$ cat src/rtl/tone_pkg.sv
package tone_pkg;
  localparam int unsigned ACC_W = 8;
  localparam int unsigned SUM_W = ACC_W + 1;
  typedef logic [ACC_W-1:0] acc_t;
endpackage

$ cat src/rtl/tone_phase_acc.sv
module tone_phase_acc #(
  parameter int unsigned W = tone_pkg::ACC_W
) (
  input  logic         clk,
  input  logic         rst_n,
  input  logic         tick,
  input  logic [W-1:0] step,
  output logic         carry
);
  localparam int unsigned SW = W + 1;

  logic [W-1:0]  phase_q;
  logic [W-1:0]  phase_d;
  logic [SW-1:0] sum;

  always_comb begin
    sum     = {1'b0, phase_q} + {1'b0, step};
    phase_d = sum[W-1:0];
    carry   = tick & sum[W];
  end

  always_ff @(posedge clk or negedge rst_n) begin
    if (!rst_n) begin
      phase_q <= '0;
    end else if (tick) begin
      phase_q <= phase_d;
    end
  end


  phase_hold_chk: assert property (@(posedge clk) disable iff (!rst_n)
    !tick |=> $stable(phase_q));


  phase_wrap_chk: assert property (@(posedge clk) disable iff (!rst_n)
    (tick && carry) |=> (phase_q < $past(step)));


  phase_nowrap_chk: assert property (@(posedge clk) disable iff (!rst_n)
    (tick && !carry) |=> (phase_q >= $past(step)));
endmodule

$ cat src/rtl/tone_scale_gate.sv
module tone_scale_gate #(
  parameter int unsigned W = tone_pkg::ACC_W
) (
  input  logic [W-1:0] scale,
  input  logic [W-1:0] mask,
  input  logic         carry_in,
  output logic [W-1:0] addend
);
  logic [W-1:0] shaped;

  always_comb begin
    shaped = scale & mask;
    addend = {W{carry_in}} & shaped;
  end
endmodule

$ cat src/rtl/tone_scale_acc.sv
module tone_scale_acc #(
  parameter int unsigned W = tone_pkg::ACC_W
) (
  input  logic         clk,
  input  logic         rst_n,
  input  logic         tick,
  input  logic [W-1:0] addend,
  output logic         bit_out
);
  localparam int unsigned SW = W + 1;

  logic [W-1:0]  level_q;
  logic [W-1:0]  level_d;
  logic [SW-1:0] sum;
  logic          out_d;

  always_comb begin
    sum     = {1'b0, level_q} + {1'b0, addend};
    level_d = sum[W-1:0];
    out_d   = sum[W];
  end

  always_ff @(posedge clk or negedge rst_n) begin
    if (!rst_n) begin
      level_q <= '0;
      bit_out <= 1'b0;
    end else if (tick) begin
      level_q <= level_d;
      bit_out <= out_d;
    end
  end


  level_idle_chk: assert property (@(posedge clk) disable iff (!rst_n)
    !(tick && (addend != '0)) |=> $stable(level_q));


  out_hold_chk: assert property (@(posedge clk) disable iff (!rst_n)
    !tick |=> $stable(bit_out));


  out_quiet_chk: assert property (@(posedge clk) disable iff (!rst_n)
    (tick && (addend == '0)) |=> !bit_out);
endmodule

$ cat src/rtl/carry_cascade_tone.sv
module carry_cascade_tone #(
  parameter int unsigned W = tone_pkg::ACC_W
) (
  input  logic         clk,
  input  logic         rst_n,
  input  logic         tick,
  input  logic [W-1:0] pitch_word,
  input  logic [W-1:0] scale_val,
  input  logic [W-1:0] harm_mask,
  output logic         audio_out
);
  logic         top_carry;
  logic [W-1:0] scale_add;

  tone_phase_acc #(.W(W)) u_phase (
    .clk   (clk),
    .rst_n (rst_n),
    .tick  (tick),
    .step  (pitch_word),
    .carry (top_carry)
  );

  tone_scale_gate #(.W(W)) u_gate (
    .scale    (scale_val),
    .mask     (harm_mask),
    .carry_in (top_carry),
    .addend   (scale_add)
  );

  tone_scale_acc #(.W(W)) u_scale (
    .clk     (clk),
    .rst_n   (rst_n),
    .tick    (tick),
    .addend  (scale_add),
    .bit_out (audio_out)
  );


  no_carry_quiet_chk: assert property (@(posedge clk) disable iff (!rst_n)
    (tick && !top_carry) |=> !audio_out);
endmodule

$ cat config.mk
export PLATFORM = sky130hd
export DESIGN_NAME = carry_cascade_tone
export DESIGN_NICKNAME = d
export VERILOG_FILES = /design/src/rtl/tone_pkg.sv /design/src/rtl/tone_phase_acc.sv /design/src/rtl/tone_scale_gate.sv /design/src/rtl/tone_scale_acc.sv /design/src/rtl/carry_cascade_tone.sv
export SDC_FILE = /design/constraint.sdc
export NUM_CORES = 1
export LEC_CHECK = 0
export BUFFER_PORTS_ARGS = -buffer_cell sky130_fd_sc_hd__clkbuf_2
export CORE_MARGIN = 10
export CORE_UTILIZATION = 52
export DETAILED_ROUTE_END_ITERATION = 12
export GPL_ROUTABILITY_DRIVEN = 0
export HOLD_SLACK_MARGIN = 0.02
export PLACE_DENSITY = 0.84
export SLEW_MARGIN = 20
export SYNTH_ARGS = -nofsm -noshare
export SYNTH_HDL_FRONTEND = slang
export SYNTH_HIERARCHICAL = 1
export SYNTH_SLANG_ARGS = --single-unit
$ cat constraint.sdc
create_clock -name clk -period 6.67 [get_ports clk]
set_clock_uncertainty 0.15 [all_clocks]
set_input_delay 0.3335 -clock clk [delete_from_list [all_inputs] [get_ports clk]]
set_output_delay 0.3335 -clock clk [all_outputs]
set_load 0.005 [all_outputs]
Word level (Yosys, flattened, before mapping). Cells that the tools add are included.

Add/sub/neg operators: 2. Multipliers: 0. Div/mod/pow operators: 0. Order comparisons: 0. Equality and inequality tests: 0. Shift-type cells: 0. Multiplexer cells: 0. Bitwise gates (word level): 3. Reductions and logical operators: 0.

Operators with widths (number): 8-bit by 8-bit adder with 9-bit output (2); 8-bit AND (2); 1-bit AND (1).

Flip-flop bits (word level): 17. Latch bits: 0. Bits in writable memories: 0. Memory bits (read-only): 0. Output and inout port bits: 1. Word-level logic and storage cells: 8. Memories kept: 0.

Longest topological paths before layout.
Word-level depth: 4. Mapped depth: 14.

By module. The synthesis kept the hierarchy.

By module, submodules not included: tone_scale_acc (instances 1, cells an instance 73, area each 714.4 um^2); tone_phase_acc (instances 1, cells an instance 73, area each 691.9 um^2); tone_scale_gate (instances 1, cells an instance 8, area each 50.0 um^2).

Worst setup path before layout. OpenSTA, ideal clock, no wires.

Path kind: reg2reg. Start point: reg u_phase.phase_q[0]. End point: reg u_scale.level_q[6]. Arrival: 2.846 ns. Required time: 6.387 ns. Setup slack: 3.541 ns. Cell stages (with the launch flop): 15. Path buffers: 0. Period minus slack after synthesis: 3.129 ns. Cells stage by stage: dfrtp_1 > ha_1 > inv_1 > fa_1 > nor2b_4 > o31a_1 > o21bai_1 > a21oi_1 > and3_1 > ha_1 > fa_1 > a211oi_1 > o21bai_2 > nand4b_1 > o211ai_1.

Word-level cells in the longest chain between the ends: 4.

RTL lines: from (decl) (RTL line tone_phase_acc.sv:12) `logic [W-1:0] phase_q;`; from (signal assigned) (RTL line tone_phase_acc.sv:26) `phase_q <= phase_d;`; 8-bit by 8-bit adder with 9-bit output (RTL line tone_phase_acc.sv:17) `sum = {1'b0, phase_q} + {1'b0, step};`; 1-bit AND (RTL line tone_phase_acc.sv:19) `carry = tick & sum[W];`; net top_carry (RTL line carry_cascade_tone.sv:12) `logic top_carry;`; 8-bit AND (RTL line tone_scale_gate.sv:13) `addend = {W{carry_in}} & shaped;`; net scale_add[0] (RTL line carry_cascade_tone.sv:13) `logic [W-1:0] scale_add;`; 8-bit by 8-bit adder with 9-bit output (RTL line tone_scale_acc.sv:18) `sum = {1'b0, level_q} + {1'b0, addend};`; to (signal assigned) (RTL line tone_scale_acc.sv:28) `level_q <= level_d;`; to (decl) (RTL line tone_scale_acc.sv:12) `logic [W-1:0] level_q;`.

The timed path passes the listed nets, and every way through them passes these cells. A chain may end at the register's enable or synchronous reset.

Worst setup path after layout.
Start point: reg u_phase.phase_q[0]. End point: reg u_scale.level_q[7].

Same word-level chain as after synthesis.

==> out/results.txt <==
status -> finished, final reports clean
pin slew with the least headroom to its limit -> 0.784 ns
Final setup viols -> 0
count of mapped cells out of synthesis -> 154
number of DRC markers in iteration 0 -> 65
cts-stage hold buffer count -> 1
number of setup buffers added after CTS -> 0
synthesized area -> 1460 um^2
worst reg2reg startpoint -> u_phase/phase_q[0]$_DFFE_PN0P_
number of pins with negative max-slew slack in the final report -> 0
crit path max fanout -> 8
largest net degree at the start of global routing -> 43
core area -> 2710 um^2
H-tree levels -> 1
data arrival time of the critical path -> 3.60 ns
Crit Path Category -> reg -> reg
routed wire length -> 3.32 mm
launch point of the worst hold path -> pitch_word[0]
distinct cell type count after synthesis -> 41
leading cell type in the layout, fill and taps excluded -> sky130_fd_sc_hd__clkbuf_2
total routing resource utilization after global routing -> 12.8%
buffer depth of the longest clock path -> 2
wire length of the first global-routing pass -> 5.64 mm
path class of the lowest-slack min-delay path -> in -> reg
Maximum Capacitance Violations -> 0
Post-layout nets -> 227
Setup TNS -> 0 ns
register clock-pin slew on the reported worst setup and hold paths -> 0.11 ns
worst rel slew slack -> 47.8%
category of the worst setup path launch point -> flip-flop
number of rows in the core area -> 19
number of buffers inserted by port buffering -> 27
cts bufs inserted -> 3
EDFF count, synth -> 0
source-to-sink clock delay at the later pin of the worst-skew pair -> 0.29 ns
area growth from synthesis to layout -> 12.7%
horizontal extent of the die -> 72.9 um
Final Hold Vio Count -> 0
Antenna Violating Nets Remaining -> 0
Warnings, synthesis -> 6
fill cell instance count of the final layout -> 247
time the final worst path needs with I/O delays and setup -> 3.59 ns
initial antenna violation count -> 0
setup repair after global routing missed its margin -> no
CP required -> 6.68 ns
fraction of the yosys area taken by sequential cells -> 29.2%
detailed-route via count -> 1290
cells resized by post-CTS repair -> 0
Yosys reg bits -> 17
leakage power -> 0.799 nW
launch point of the critical path -> u_phase/phase_q[0]$_DFFE_PN0P_
first-pass iteration count of the detailed router -> 5
Vias/cell -> 6.08
overall die height -> 72.9 um
worst slack on hold paths -> 0.243 ns
post-route fraction of the period consumed by the critical path -> 53.8%
clock tree from TritonCTS -> yes
async set or reset register ratio after synthesis -> 100%
number of nets produced by synthesis -> 199
critical path capture point type -> flip-flop
average cell area after synthesis -> 9.46 um^2
count of cells along the worst hold path -> 3
cell chosen for the clock root -> sky130_fd_sc_hd__clkbuf_4
Max Freq -> 279 MHz
logic depth of the worst register-to-register path -> 13
vias in the first global route -> 1276
Boundary Pins -> 28
most instantiated flip-flop cell in the synthesis netlist -> sky130_fd_sc_hd__dfrtp_1
antenna diode count -> 0
DPL Wire Length -> 2.52 mm
average detailed-routed wire length per instance -> 15.7 um
maximum vdd ir drop -> 235 uV
pwr dens -> 348 nW/um^2
layout cell share with drive strength beyond 1 -> 22.7%
global route overflow -> 0
starting density of the core -> 53.7%
Sinks on Clock Net -> 17
commonest cells after routing, fill and taps aside -> sky130_fd_sc_hd__clkbuf_2 (27), sky130_fd_sc_hd__dfrtp_1 (17), sky130_fd_sc_hd__ha_1 (16), sky130_fd_sc_hd__o21ai_0 (13), sky130_fd_sc_hd__inv_1 (10)
DR DRC count -> 0
Total Die Area -> 5320 um^2
-- logic make-up (layout without fill, tap and decap cells) --
group / count (synthesis) / in the layout / synth area share [%]
buf+inv: 15 / 42 / 4.30
flops: 17 / 17 / 29.2
compound gates: 49 / 49 / 23.0
xor+xnor: 3 / 3 / 1.80
mux: 10 / 10 / 7.39
simple gates: 42 / 42 / 17.8
fa+ha+maj: 18 / 18 / 16.5
-- synth_stat cells (2+ instances only) --
| library cell | n | share of area (%) |
|---|---|---|
| sky130_fd_sc_hd__a211oi_1 | 5 | 2.6 |
| sky130_fd_sc_hd__a21o_1 | 3 | 1.5 |
| sky130_fd_sc_hd__a21oi_1 | 8 | 2.7 |
| sky130_fd_sc_hd__a311oi_1 | 2 | 1.2 |
| sky130_fd_sc_hd__and3_1 | 8 | 3.4 |
| sky130_fd_sc_hd__buf_2 | 5 | 1.7 |
| sky130_fd_sc_hd__dfrtp_1 | 17 | 29 |
| sky130_fd_sc_hd__fa_1 | 2 | 2.7 |
| sky130_fd_sc_hd__ha_1 | 16 | 14 |
| sky130_fd_sc_hd__inv_1 | 10 | 2.6 |
| sky130_fd_sc_hd__mux2_1 | 2 | 1.5 |
| sky130_fd_sc_hd__mux2_2 | 4 | 3.1 |
| sky130_fd_sc_hd__mux2i_1 | 4 | 2.7 |
| sky130_fd_sc_hd__nand2_1 | 4 | 1.0 |
| sky130_fd_sc_hd__nand3_1 | 2 | 0.69 |
| sky130_fd_sc_hd__nand3b_1 | 5 | 2.6 |
| sky130_fd_sc_hd__nand4b_1 | 2 | 1.2 |
| sky130_fd_sc_hd__nor2_1 | 6 | 1.5 |
| sky130_fd_sc_hd__nor2b_1 | 4 | 1.7 |
| sky130_fd_sc_hd__nor3_1 | 3 | 1.0 |
| sky130_fd_sc_hd__nor4b_1 | 2 | 1.2 |
| sky130_fd_sc_hd__o2111ai_1 | 2 | 1.2 |
| sky130_fd_sc_hd__o211ai_1 | 3 | 1.5 |
| sky130_fd_sc_hd__o21ai_0 | 13 | 4.5 |
| sky130_fd_sc_hd__o21ai_2 | 2 | 1.2 |
| sky130_fd_sc_hd__o21bai_1 | 2 | 1.0 |
| sky130_fd_sc_hd__o22ai_1 | 3 | 1.3 |
| sky130_fd_sc_hd__xnor2_1 | 2 | 1.2 |
-- cell type report --
class,instances,area [um^2],share of cell area [%]
Sequential cell,17,425,25.9
Multi-Input combinational cell,122,968,59.0
Timing Repair Buffer,28,145,8.84
Clock buffer,4,26.3,1.60
Tap cell,31,38.8,2.36
Inverter,10,37.5,2.29
-- state kept, by name, indices dropped and copies added (netlist names) --
register and flops:
u_phase/phase_q 8, u_scale/bit_out 1, u_scale/level_q 8
-- stage by stage --
step           std cells  utilization (%)  power (mW)  cell area [um^2]  setup slack (ns)
2_1_floorplan        154                -       0.442              1460              3.54
4_1_cts              212             60.6       0.573              1640              3.09
5_1_grt              212             60.6       0.629              1640              2.83
3_5_place_dp         207             59.2       0.512              1610              3.07
6_report             212             60.6       0.571              1640              3.08
3_3_place_gp         207             59.2       0.492              1610              3.25
-- per-layer routing --
layer	global-route usage (%)	part of all wire, %	wire, um
met1	14.7	44	1470
met5	0	0	0
met3	3.40	6.0	199
met4	5.91	1.8	61
met2	21.5	48	1590
-- worst max-delay path: stages, from the launching register on --
cell and delay, ns:
sky130_fd_sc_hd__dfrtp_1 0.36, sky130_fd_sc_hd__ha_1 0.19, sky130_fd_sc_hd__inv_1 0.06, sky130_fd_sc_hd__fa_1 0.44, sky130_fd_sc_hd__nor2b_4 0.14, sky130_fd_sc_hd__o31a_1 0.21, sky130_fd_sc_hd__o21bai_1 0.10, sky130_fd_sc_hd__a21oi_1 0.48
sky130_fd_sc_hd__and3_1 0.31, sky130_fd_sc_hd__ha_1 0.27, sky130_fd_sc_hd__a211oi_2 0.31, sky130_fd_sc_hd__o32ai_2 0.17, sky130_fd_sc_hd__nand3b_1 0.13, sky130_fd_sc_hd__o211ai_1 0.13
-- where the power goes --
part	switching (mW)	internal, mW
combinational	0.179	0.160
clock	0.0344	0.0232
sequential	0.0253	0.149
total	0.239	0.332
-- final timing paths --
path	end	slack, ns
max	u_scale/level_q[7]$_DFFE_PN0P_	3.08
min	u_phase/phase_q[0]$_DFFE_PN0P_	0.24
max reg2reg	u_scale/level_q[7]$_DFFE_PN0P_	3.08
min reg2reg	u_scale/level_q[0]$_DFFE_PN0P_	0.35
max in group asynchronous	u_phase/phase_q[1]$_DFFE_PN0P_	5.70
min in group asynchronous	u_scale/level_q[1]$_DFFE_PN0P_	0.36
Note: power is estimated with default switching activity, not from simulation.
